==> src/rtl/sr_i2c_pkg.sv <==
`timescale 1ns/1ps
package sr_i2c_pkg;
   typedef enum logic [2:0] {
      S_IDLE, S_ADDR, S_AACK, S_WDAT, S_WACK, S_RDAT, S_RACK, S_SKIP
   } sr_state_t;

   typedef struct packed {
      logic cur_static;
      logic tone_arm;
      logic tone_always;
      logic drop_comp;
      logic volt_high;
      logic out_enable;
   } sr_ctl_t;

   localparam int unsigned SR_CTL_W = $bits(sr_ctl_t);
endpackage

==> src/rtl/sr_line_sync.sv <==
`timescale 1ns/1ps
module sr_line_sync #(
   parameter int unsigned STAGES = 2
) (
   input  logic clk,
   input  logic rst_n,
   input  logic scl_in,
   input  logic sda_in,
   output logic scl_lvl,
   output logic sda_lvl,
   output logic scl_rise,
   output logic scl_fall,
   output logic start_det,
   output logic stop_det
);
   if (STAGES < 2) begin : g_bad_stages
      $error("sr_line_sync: STAGES must be at least 2");
   end

   logic [STAGES-1:0] scl_chain, sda_chain;
   logic scl_prev, sda_prev;

   always_ff @(posedge clk or negedge rst_n) begin
      if (!rst_n) begin
         scl_chain <= '1;
         sda_chain <= '1;
         scl_prev  <= 1'b1;
         sda_prev  <= 1'b1;
      end else begin
         scl_chain <= {scl_chain[STAGES-2:0], scl_in};
         sda_chain <= {sda_chain[STAGES-2:0], sda_in};
         scl_prev  <= scl_chain[STAGES-1];
         sda_prev  <= sda_chain[STAGES-1];
      end
   end

   assign scl_lvl   = scl_chain[STAGES-1];
   assign sda_lvl   = sda_chain[STAGES-1];
   assign scl_rise  = scl_lvl & ~scl_prev;
   assign scl_fall  = ~scl_lvl & scl_prev;
   assign start_det = scl_lvl & scl_prev & sda_prev & ~sda_lvl;
   assign stop_det  = scl_lvl & scl_prev & ~sda_prev & sda_lvl;
endmodule

==> src/rtl/sr_bus_engine.sv <==
`timescale 1ns/1ps
module sr_bus_engine
   import sr_i2c_pkg::*;
#(
   parameter int unsigned  BYTE_W   = 8,
   parameter int unsigned  CTL_W    = 6,
   parameter logic [5:0]   ADDR_HI  = 6'b000101,
   parameter logic [6:0]   RESV_ADR = 7'b0001000,
   parameter bit           RESV_EN  = 1'b1
) (
   input  logic             clk,
   input  logic             rst_n,
   input  logic             scl_lvl,
   input  logic             sda_lvl,
   input  logic             scl_rise,
   input  logic             scl_fall,
   input  logic             start_det,
   input  logic             stop_det,
   input  logic             uvlo,
   input  logic             addr_sel,
   input  logic [BYTE_W-1:0] rd_byte,
   output logic             wr_en,
   output logic [CTL_W-1:0] wr_data,
   output logic             sda_pull
);
   localparam int unsigned CNT_W = $clog2(BYTE_W + 1);
   localparam logic [CNT_W-1:0] LAST = CNT_W'(BYTE_W);

   if (BYTE_W != 8) begin : g_bad_byte
      $error("sr_bus_engine: BYTE_W must be 8 for a 7-bit address");
   end
   if (CTL_W > BYTE_W) begin : g_bad_ctl
      $error("sr_bus_engine: CTL_W exceeds BYTE_W");
   end

   sr_state_t         state;
   logic [CNT_W-1:0]  cnt;
   logic [BYTE_W-1:0] rx_sh, tx_sh;
   logic              is_read, host_ack;
   logic              user_hit, resv_hit, addr_hit;

   assign user_hit = (rx_sh[7:1] == {ADDR_HI, addr_sel});
   if (RESV_EN) begin : g_resv
      assign resv_hit = (rx_sh[7:1] == RESV_ADR);
   end else begin : g_no_resv
      assign resv_hit = 1'b0;
   end
   assign addr_hit = user_hit | resv_hit;

   always_ff @(posedge clk or negedge rst_n) begin
      if (!rst_n) begin
         state    <= S_IDLE;
         cnt      <= '0;
         rx_sh    <= '0;
         tx_sh    <= '0;
         is_read  <= 1'b0;
         host_ack <= 1'b0;
         wr_en    <= 1'b0;
      end else begin
         wr_en <= 1'b0;
         if (uvlo) begin
            state <= S_SKIP;
         end else if (start_det) begin
            state <= S_ADDR;
            cnt   <= '0;
         end else if (stop_det) begin
            state <= S_IDLE;
         end else begin
            case (state)
               S_ADDR: begin
                  if (scl_rise) begin
                     rx_sh <= {rx_sh[BYTE_W-2:0], sda_lvl};
                     cnt   <= cnt + 1'b1;
                  end else if (scl_fall && cnt == LAST) begin
                     is_read <= rx_sh[0];
                     state   <= addr_hit ? S_AACK : S_SKIP;
                  end
               end
               S_AACK: begin
                  if (scl_fall) begin
                     cnt <= '0;
                     if (is_read) begin
                        tx_sh <= rd_byte;
                        state <= S_RDAT;
                     end else begin
                        state <= S_WDAT;
                     end
                  end
               end
               S_WDAT: begin
                  if (scl_rise) begin
                     rx_sh <= {rx_sh[BYTE_W-2:0], sda_lvl};
                     cnt   <= cnt + 1'b1;
                  end else if (scl_fall && cnt == LAST) begin
                     wr_en <= 1'b1;
                     state <= S_WACK;
                  end
               end
               S_WACK: begin
                  if (scl_fall) state <= S_SKIP;
               end
               S_RDAT: begin
                  if (scl_rise) begin
                     cnt <= cnt + 1'b1;
                  end else if (scl_fall) begin
                     if (cnt == LAST) begin
                        cnt   <= '0;
                        state <= S_RACK;
                     end else begin
                        tx_sh <= {tx_sh[BYTE_W-2:0], 1'b0};
                     end
                  end
               end
               S_RACK: begin
                  if (scl_rise) begin
                     host_ack <= ~sda_lvl;
                  end else if (scl_fall) begin
                     if (host_ack) begin
                        tx_sh <= rd_byte;
                        state <= S_RDAT;
                     end else begin
                        state <= S_SKIP;
                     end
                  end
               end
               default: ;
            endcase
         end
      end
   end

   assign wr_data  = rx_sh[BYTE_W-1 -: CTL_W];
   assign sda_pull = (state == S_AACK) || (state == S_WACK) ||
                     ((state == S_RDAT) && !tx_sh[BYTE_W-1]);

   // lockout releases the line from the next cycle
   p_uvlo_release_r8: assert property (@(posedge clk) disable iff (!rst_n)
      uvlo |=> !sda_pull);
   // the slave begins pulling only while SCL is low
   p_pull_scl_low_r4: assert property (@(posedge clk) disable iff (!rst_n)
      $rose(sda_pull) |-> !scl_lvl);
   // a start always restarts address decoding
   p_start_addr_r9: assert property (@(posedge clk) disable iff (!rst_n)
      (start_det && !uvlo) |=> state == S_ADDR);
   // a stop always returns to idle
   p_stop_idle_r9: assert property (@(posedge clk) disable iff (!rst_n)
      (stop_det && !start_det && !uvlo) |=> state == S_IDLE);
endmodule

==> src/rtl/sr_ctl_reg.sv <==
`timescale 1ns/1ps
module sr_ctl_reg
   import sr_i2c_pkg::*;
#(
   parameter int unsigned BYTE_W = 8,
   parameter int unsigned CTL_W  = SR_CTL_W,
   parameter int unsigned ECHO_W = 3
) (
   input  logic              clk,
   input  logic              rst_n,
   input  logic              uvlo,
   input  logic              wr_en,
   input  logic [CTL_W-1:0]  wr_data,
   input  logic              over_temp,
   input  logic              over_load,
   output sr_ctl_t           ctl,
   output logic [BYTE_W-1:0] rd_byte
);
   localparam int unsigned PAD_W = BYTE_W - ECHO_W - 2;

   if (CTL_W != SR_CTL_W) begin : g_bad_ctl
      $error("sr_ctl_reg: CTL_W must match the control struct");
   end
   if (ECHO_W + 2 > BYTE_W || ECHO_W > CTL_W) begin : g_bad_echo
      $error("sr_ctl_reg: read layout does not fit the byte");
   end

   sr_ctl_t ctl_q;

   always_ff @(posedge clk or negedge rst_n) begin
      if (!rst_n)      ctl_q <= '0;
      else if (uvlo)   ctl_q <= '0;
      else if (wr_en)  ctl_q <= sr_ctl_t'(wr_data);
   end

   assign ctl     = ctl_q;
   assign rd_byte = {{PAD_W{1'b0}}, ctl_q[ECHO_W-1:0], over_temp, over_load};

   // the register only moves on a committed write or lockout
   p_hold_r3: assert property (@(posedge clk) disable iff (!rst_n)
      (!wr_en && !uvlo) |=> $stable(ctl_q));
   // lockout clears the register
   p_uvlo_zero_r8: assert property (@(posedge clk) disable iff (!rst_n)
      uvlo |=> (ctl_q == '0));
endmodule

==> src/rtl/sysreg_i2c_slave.sv <==
`timescale 1ns/1ps
module sysreg_i2c_slave
   import sr_i2c_pkg::*;
#(
   parameter int unsigned SYNC_STAGES = 2,
   parameter int unsigned BYTE_W      = 8,
   parameter logic [5:0]  ADDR_HI     = 6'b000101,
   parameter logic [6:0]  RESV_ADR    = 7'b0001000,
   parameter bit          RESV_EN     = 1'b1
) (
   input  logic clk,
   input  logic rst_n,
   input  logic scl_in,
   input  logic sda_in,
   input  logic addr_sel,
   input  logic uvlo,
   input  logic over_temp,
   input  logic over_load,
   output logic sda_pull,
   output logic cur_static,
   output logic tone_arm,
   output logic tone_always,
   output logic drop_comp,
   output logic volt_high,
   output logic out_enable
);
   localparam int unsigned CTL_W = SR_CTL_W;

   logic scl_lvl, sda_lvl, scl_rise, scl_fall, start_det, stop_det;
   logic wr_en;
   logic [CTL_W-1:0]  wr_data;
   logic [BYTE_W-1:0] rd_byte;
   sr_ctl_t ctl;

   sr_line_sync #(.STAGES(SYNC_STAGES)) u_sync (
      .clk(clk), .rst_n(rst_n), .scl_in(scl_in), .sda_in(sda_in),
      .scl_lvl(scl_lvl), .sda_lvl(sda_lvl), .scl_rise(scl_rise),
      .scl_fall(scl_fall), .start_det(start_det), .stop_det(stop_det)
   );

   sr_bus_engine #(
      .BYTE_W(BYTE_W), .CTL_W(CTL_W), .ADDR_HI(ADDR_HI),
      .RESV_ADR(RESV_ADR), .RESV_EN(RESV_EN)
   ) u_engine (
      .clk(clk), .rst_n(rst_n), .scl_lvl(scl_lvl), .sda_lvl(sda_lvl),
      .scl_rise(scl_rise), .scl_fall(scl_fall), .start_det(start_det),
      .stop_det(stop_det), .uvlo(uvlo), .addr_sel(addr_sel),
      .rd_byte(rd_byte), .wr_en(wr_en), .wr_data(wr_data),
      .sda_pull(sda_pull)
   );

   sr_ctl_reg #(.BYTE_W(BYTE_W), .CTL_W(CTL_W)) u_reg (
      .clk(clk), .rst_n(rst_n), .uvlo(uvlo), .wr_en(wr_en),
      .wr_data(wr_data), .over_temp(over_temp), .over_load(over_load),
      .ctl(ctl), .rd_byte(rd_byte)
   );

   assign cur_static  = ctl.cur_static;
   assign tone_arm    = ctl.tone_arm;
   assign tone_always = ctl.tone_always;
   assign drop_comp   = ctl.drop_comp;
   assign volt_high   = ctl.volt_high;
   assign out_enable  = ctl.out_enable;
endmodule

==> config.mk <==
export PLATFORM = sky130hd
export DESIGN_NAME = sysreg_i2c_slave
export DESIGN_NICKNAME = d
export VERILOG_FILES = /design/src/rtl/sr_i2c_pkg.sv /design/src/rtl/sr_line_sync.sv /design/src/rtl/sr_bus_engine.sv /design/src/rtl/sr_ctl_reg.sv /design/src/rtl/sysreg_i2c_slave.sv
export SDC_FILE = /design/constraint.sdc
export NUM_CORES = 1
export LEC_CHECK = 0
export ABC_AREA = 1
export BUFFER_PORTS_ARGS = -buffer_cell sky130_fd_sc_hd__buf_2
export CORE_MARGIN = 2
export CORE_UTILIZATION = 45
export DETAILED_ROUTE_END_ITERATION = 7
export PLACE_DENSITY = 0.63
export SYNTH_ARGS = -nofsm -noshare
export SYNTH_HDL_FRONTEND = slang
export SYNTH_SLANG_ARGS = --single-unit
==> constraint.sdc <==
create_clock -name clk -period 4.45 [get_ports clk]
set_input_delay 0.445 -clock clk [delete_from_list [all_inputs] [get_ports clk]]
set_output_delay 0.445 -clock clk [all_outputs]
set_load 0.02 [all_outputs]
==> results of run 1 <==
synth_stat cells (3+ instances only):
library cell / number / area share, %
nand2_1: 89 / 16
inv_1: 34 / 5.9
dfrtp_1: 32 / 37
nand3_1: 26 / 6.0
nor2_1: 23 / 4.0
o21ai_2: 9 / 3.7
dfstp_2: 6 / 7.3
o21ai_0: 6 / 1.4
o22ai_1: 6 / 1.7
ha_1: 5 / 2.9
nand2_2: 5 / 1.5
nand3b_1: 5 / 1.7
a21oi_1: 3 / 0.70
nor2_2: 3 / 0.87
through the flow:
step	setup slack (ns)	hold slack, ns	util (%)
2_1_floorplan	2.838	0.1494	-
3_3_place_gp	2.592	0.3491	48.24
3_5_place_dp	2.576	0.3473	48.24
4_1_cts	2.405	0.2411	50.58
5_1_grt	2.295	0.2426	50.58
6_report	2.432	0.2516	50.58
cell families after synthesis:
| kind of cell | Yosys count |
|---|---|
| AND/OR/NAND/NOR | 161 |
| buffers and inverters | 42 |
| flip-flops | 38 |
| AO/OA/AOI/OAI | 28 |
| adder cells (fa/ha/maj) | 5 |
| XOR/XNOR | 1 |
cell usage in the layout, fill, tap and decap left out, drive strengths merged, types with 5 or more instances in the layout:
master,netlist,routed
o21ai,15,15
nand3b,5,5
dfrtp,32,32
ha,5,5
clkbuf,1,5
nand2,95,95
o22ai,6,6
inv,37,37
buf,4,14
dfstp,6,6
nor2,29,29
nand3,28,28
per-layer routing:
layer / GRT usage (%) / wire length (um) / vias up
met4: 6.790 / 42 / 0
met1: 28.43 / 2205 / 804
met2: 27.53 / 1921 / 37
met3: 3.591 / 184 / 4
met5: 0 / 0 / -
li1: - / - / 905
worst max path at each step:
stage                     slack, ns  cells after the start              start                end
after detailed placement       2.58                      8    u_sync.scl_prev  u_engine.tx_sh[3]
after CTS                      2.40                      3  u_engine.state[2]           sda_pull
after floorplan                2.84                      8    u_sync.scl_prev  u_engine.tx_sh[0]
after global placement         2.59                      8    u_sync.scl_prev  u_engine.tx_sh[3]
after global routing           2.29                      3  u_engine.state[2]           sda_pull
final                          2.43                      3  u_engine.state[2]           sda_pull
area by class of cell:
class | count | area (um2)
sequential | 38 | 958.4
timing repair buffer | 14 | 70.07
multi-input combinational | 195 | 1008
fill | 470 | 2303
clock buffer | 5 | 68.82
inverter | 37 | 143.9
clock inverter | 3 | 40.04
tap | 54 | 67.56
worst register-to-register path: cells and delay by family (launching register included):
kind	cells	cell delay (ns)
AO/OA/AOI/OAI	1	0.15
adder cells (fa/ha/maj)	1	0.29
buffers and inverters	1	0.04
flip-flops	1	0.55
AND/OR/NAND/NOR	5	0.74
power breakdown:
part | total (mW) | internal (mW) | leakage [nW] | switching (mW)
Combinational | 0.439 | 0.141 | 0.669 | 0.298
Clock | 0.284 | 0.165 | 0.0579 | 0.119
Sequential | 0.464 | 0.399 | 0.494 | 0.0644
registers in the layout, summed over array words and instances (netlist names):
register and cells:
u_sync.sda_prev 1, u_engine.state 3, u_sync.scl_chain 2, u_engine.wr_en 1, u_sync.sda_chain 2, u_engine.host_ack 1
u_sync.scl_prev 1, u_engine.tx_sh 8, u_engine.is_read 1, u_reg.ctl 6, u_engine.rx_sh 8, u_engine.cnt 4
==> impl_metrics.csv, run 1 <==
group,metric,value,unit
synth,synth_top_family_by_area,"simple AND/OR/NAND/NOR gates",
drt,vias,1750,
grt,grt_pass1_wl,7.845,mm
timing,finalSetupViolCount,0,
clock_tree,clock_latency,0.28,ns
drt,firstDrtPassIters,4,
clock_tree,cts_buffer_depth,2,
final_layout,nets,304,
timing,fin_crit,2.018,ns
synth,synth.distinct_cells,32,
power_and_ir_drop,power.leakage,1.220,nW
timing,max_slew_margin,44.55,%
power_and_ir_drop,vdd_drop_max,0.2705,mV
die,rows,25,
drt,ant_nets,0,
power_and_ir_drop,total_power,1.187,mW
synth,synth_compound_area_share,8.953,%
synth,synth-seq-area-share,44.53,%
synth,yosys-mux-area-fraction,0,%
critical_path,worstPathRequired,4.01,ns
die,core_area,4661,um2
grt,gr-total-overflow,0,
critical_path,reg2reg_depth,8,
final_layout,diodes,0,
clock_tree,clk_pin_slew,0.08,ns
drt,drtIter0Drc,126,
critical_path,path_max_fanout,11,
drt,drc,0,
critical_path,critical_path_class,"reg2out",
drt,vias_per_cell,5.058,
status,status,"complete, no violations",
critical_path,crit_family,"flip-flops",
placed_design,gp_congestion,0.8724,
critical_path,slowest_delay,0.60,ns
timing,rsz0062_at_grt,"false",
placed_design,placed_area,2248,um2
power_and_ir_drop,pwr_density_cell,503.4,nW/um2
timing,finalMaxSlewViolations,0,
clock_tree,cts_tree,"built",
clock_tree,cts-root-buf,"clkbuf_8",
timing,fin_crit_sh,45.35,%
placed_design,dp.cells,338,
timing,max_freq,0.4956,GHz
timing,hold_viol_final,0,
critical_path,crit_slowest_cell,"dfrtp_1",
grt,grt_max_degree,39,
timing,worstMarginPinSlew,0.8317,ns
die,die_height,73.16,um
drt,wirelength,4.354,mm
run,drv_cap,0,
clock_tree,hold_buffers,0,
critical_path,crit_chain,"nand3_2 -> o211ai_1 -> buf_2",
die,fp.dieArea,5352,um2
final_layout,drive_above_1_share,19.18,%
die,pin_count,15,
critical_path,critPathLaunchType,"register",
placed_design,portBuffers,14,
synth,yosysWarningCount,0,
synth,synth_ff_type,"dfrtp_1",
synth,ys_ff_latch,38,
timing,finClkSkew,0.004192,ns
timing,tns,0,ns
final_layout,final_area,2357,um2
min_path,hold_class,"in2async",
critical_path,crit_buf_inv,1,
clock_tree,post_cts_buffers,0,
synth,synth_edf_count,0,
grt,grt_pass1_vias,1626,
grt,grtUsageTotal,19.06,%
synth,syn_area,2152,um2
critical_path,endpoint_kind,"output port",
grt,antenna_found_initial,0,
clock_tree,cts_sinks,38,
clock_tree,cts_made_buffers,5,
clock_tree,cts-resized-gates,0,
critical_path,critical_path_arrival,1.57,ns
synth,synth_cells,275,
synth,synth_area_per_cell,7.826,um2
final_layout,syn_to_final_growth,9.535,%
clock_tree,h-tree-depth,2,
die,start_util,46.17,%
synth,synth_xor_area_share,0.4070,%
critical_path,rrSetupSlack,2.56,ns
synth,synth-simple-area-share,34.59,%
synth,syn_nets,288,
final_layout,fin_cells,346,
synth,async_flop_share,100.0,%
placed_design,place_hpwl,3.223,mm
die,die_w,73.16,um
critical_path,timing.rr.end,"u_engine.tx_sh[3]",
critical_path,regToRegStartpoint,"u_sync.scl_prev",
drt,wl_per_cell,12.58,um
synth,synth_fa_ha_area_share,2.907,%
No activity file was read; power rests on OpenSTA's default activity.
==> inputs of run 2 (changes only) <==
--- a/config.mk
+++ b/config.mk
@@ -10,7 +10,7 @@
 export CORE_MARGIN = 2
 export CORE_UTILIZATION = 45
 export DETAILED_ROUTE_END_ITERATION = 7
-export PLACE_DENSITY = 0.63
+export PLACE_DENSITY = 0.66
 export SYNTH_ARGS = -nofsm -noshare
 export SYNTH_HDL_FRONTEND = slang
 export SYNTH_SLANG_ARGS = --single-unit
==> constraint.sdc (replaced) <==
create_clock -name clk -period 1.8 [get_ports clk]
set_input_delay 0.18 -clock clk [delete_from_list [all_inputs] [get_ports clk]]
set_output_delay 0.18 -clock clk [all_outputs]
set_load 0.02 [all_outputs]
==> impl_metrics.csv, run 2 (synthesized netlist as in run 1, its figures left out) <==
group,metric,value,unit
timing,worstMarginPinSlew,0.4708,ns
die,die_w,73.16,um
final_layout,syn_to_final_growth,14.65,%
placed_design,gp_congestion,0.8985,
critical_path,worstPathRequired,1.62,ns
run,drv_cap,0,
critical_path,timing.rr.end,"u_engine.cnt[2]",
final_layout,fin_cells,357,
drt,topRoutingLayerUsed,"met4",
drt,wl_met1,2.231,mm
final_layout,final_common_cell,"nand2_1",
grt,gr-total-overflow,0,
clock_tree,cts_tree,"built",
drt,wl_met2,2.090,mm
final_layout,diodes,0,
clock_tree,cts-root-buf,"clkbuf_8",
critical_path,critical_path_class,"reg2out",
die,core_area,4661,um2
clock_tree,cts_buffer_depth,2,
drt,drtIter0Drc,164,
placed_design,portBuffers,14,
clock_tree,cts_made_buffers,5,
power_and_ir_drop,vdd_drop_max,0.7130,mV
die,rows,25,
placed_design,place_hpwl,3.213,mm
power_and_ir_drop,pwr_density_cell,1168,nW/um2
timing,finClkSkew,0.01039,ns
grt,grt_pass1_vias,1705,
grt,grt_max_degree,39,
critical_path,path_max_fanout,9,
drt,vias_per_cell,5.008,
min_path,min_to,"u_engine.tx_sh[0]",
timing,hold_slack,0.2181,ns
timing,max_freq,0.6031,GHz
grt,antenna_found_initial,0,
final_layout,final_area,2467,um2
clock_tree,post_cts_buffers,0,
timing,max_slew_margin,68.61,%
grt,grt_pass1_wl,7.479,mm
critical_path,crit_slowest_cell,"dfrtp_2",
timing,finalSetupViolCount,0,
status,status,"complete, no violations",
final_layout,final_cell_mix,"nand2_1, inv_1, dfrtp_1, nand3_1, nor2_1",
grt,grtUsageTotal,18.24,%
drt,met3RoutedLength,115,um
clock_tree,clock_latency,0.30,ns
final_layout,n_fill_cell,443,
power_and_ir_drop,power.leakage,1.246,nW
critical_path,critPathLaunchType,"register",
timing,finalMaxSlewViolations,0,
clock_tree,h-tree-depth,2,
die,start_util,46.17,%
critical_path,endpoint_kind,"output port",
drt,ant_nets,0,
timing,setup_ws,0.1419,ns
min_path,hold_class,"in2reg",
drt,wirelength,4.514,mm
critical_path,rrSetupSlack,0.15,ns
timing,fin_crit,1.658,ns
min_path,holdCritStartpoint,"over_load",
placed_design,dp.cells,344,
clock_tree,cts_sinks,38,
clock_tree,clk_pin_slew,0.07,ns
die,pin_count,15,
final_layout,nets,315,
placed_design,pre_cts_slack,0.05960,ns
drt,wl_per_cell,12.64,um
die,fp.dieArea,5352,um2
timing,fin_crit_sh,92.12,%
min_path,min_path_cells,4,
critical_path,crit_chain,"inv_4 -> nand3_2 -> o211ai_1 -> buf_2",
timing,hold_viol_final,0,
drt,drc,0,
critical_path,regToRegStartpoint,"u_sync.scl_prev",
critical_path,reg2reg_depth,9,
final_layout,postLayoutCoreUtil,52.94,%
final_layout,drive_above_1_share,22.77,%
drt,vias,1788,
placed_design,placed_area,2293,um2
critical_path,slowest_delay,0.49,ns
drt,firstDrtPassIters,4,
critical_path,critical_path_arrival,1.48,ns
die,die_height,73.16,um
run 2: repair_timing:
action,CTS,global route
resized for setup,0,10
endpoints found under the setup margin,0,18
hold endpoints to repair,34,0
hold buffers,3,0
run 2: critical path: cells and delay by family (launching register included):
family                 cells  cell delay [ns]
DFF                        1             0.49
AOI/OAI and AO/OA          1             0.21
and+or+nand+nor            1             0.18
buffers and inverters      2             0.31
run 2: how the worst max path moves through the flow:
| stage | from | endpoint | slack, ns |
|---|---|---|---|
| final | u_engine.state[1] | sda_pull | 0.14 |
| after global placement | u_sync.scl_chain[1] | u_engine.rx_sh[7] | 0.05 |
| after detailed placement | u_sync.scl_chain[1] | u_engine.rx_sh[7] | 0.06 |
| after global routing | u_sync.scl_chain[1] | u_engine.rx_sh[0] | -0.005 |
| after CTS | u_sync.scl_chain[1] | u_engine.rx_sh[1] | 0.04 |
| after floorplan | u_sync.scl_prev | u_engine.tx_sh[7] | 0.19 |
run 2: cell type report:
type | instances | area (um2) | share of cell area, %
clock inverters | 2 | 15.01 | 0.6085
well taps | 54 | 67.56 | 2.738
clock buffers | 6 | 72.57 | 2.941
flip-flops and latches | 38 | 959.7 | 38.89
inverters | 37 | 143.9 | 5.832
repair buffers | 23 | 145.1 | 5.882
multi-input cells | 197 | 1064 | 43.10
run 2: per-stage QoR:
| stage | TNS [ns] | power (mW) |
|---|---|---|
| after global placement | 0 | 2.258 |
| after global routing | -0.005490 | 3.136 |
| final | 0 | 2.883 |
| after CTS | 0 | 2.869 |
| after floorplan | 0 | 2.039 |
| after detailed placement | 0 | 2.277 |
run 2: metal layers:
metal  vias up  global-route usage, %
met4         0                  8.025
met5         -                      0
met1       828                  24.10
li1        925                      -
met3         7                  3.867
met2        28                  28.73
run 2: where the power goes:
part / internal (mW) / switching [mW]
Combinational: 0.399 / 0.777
Sequential: 0.990 / 0.140
Clock: 0.273 / 0.303
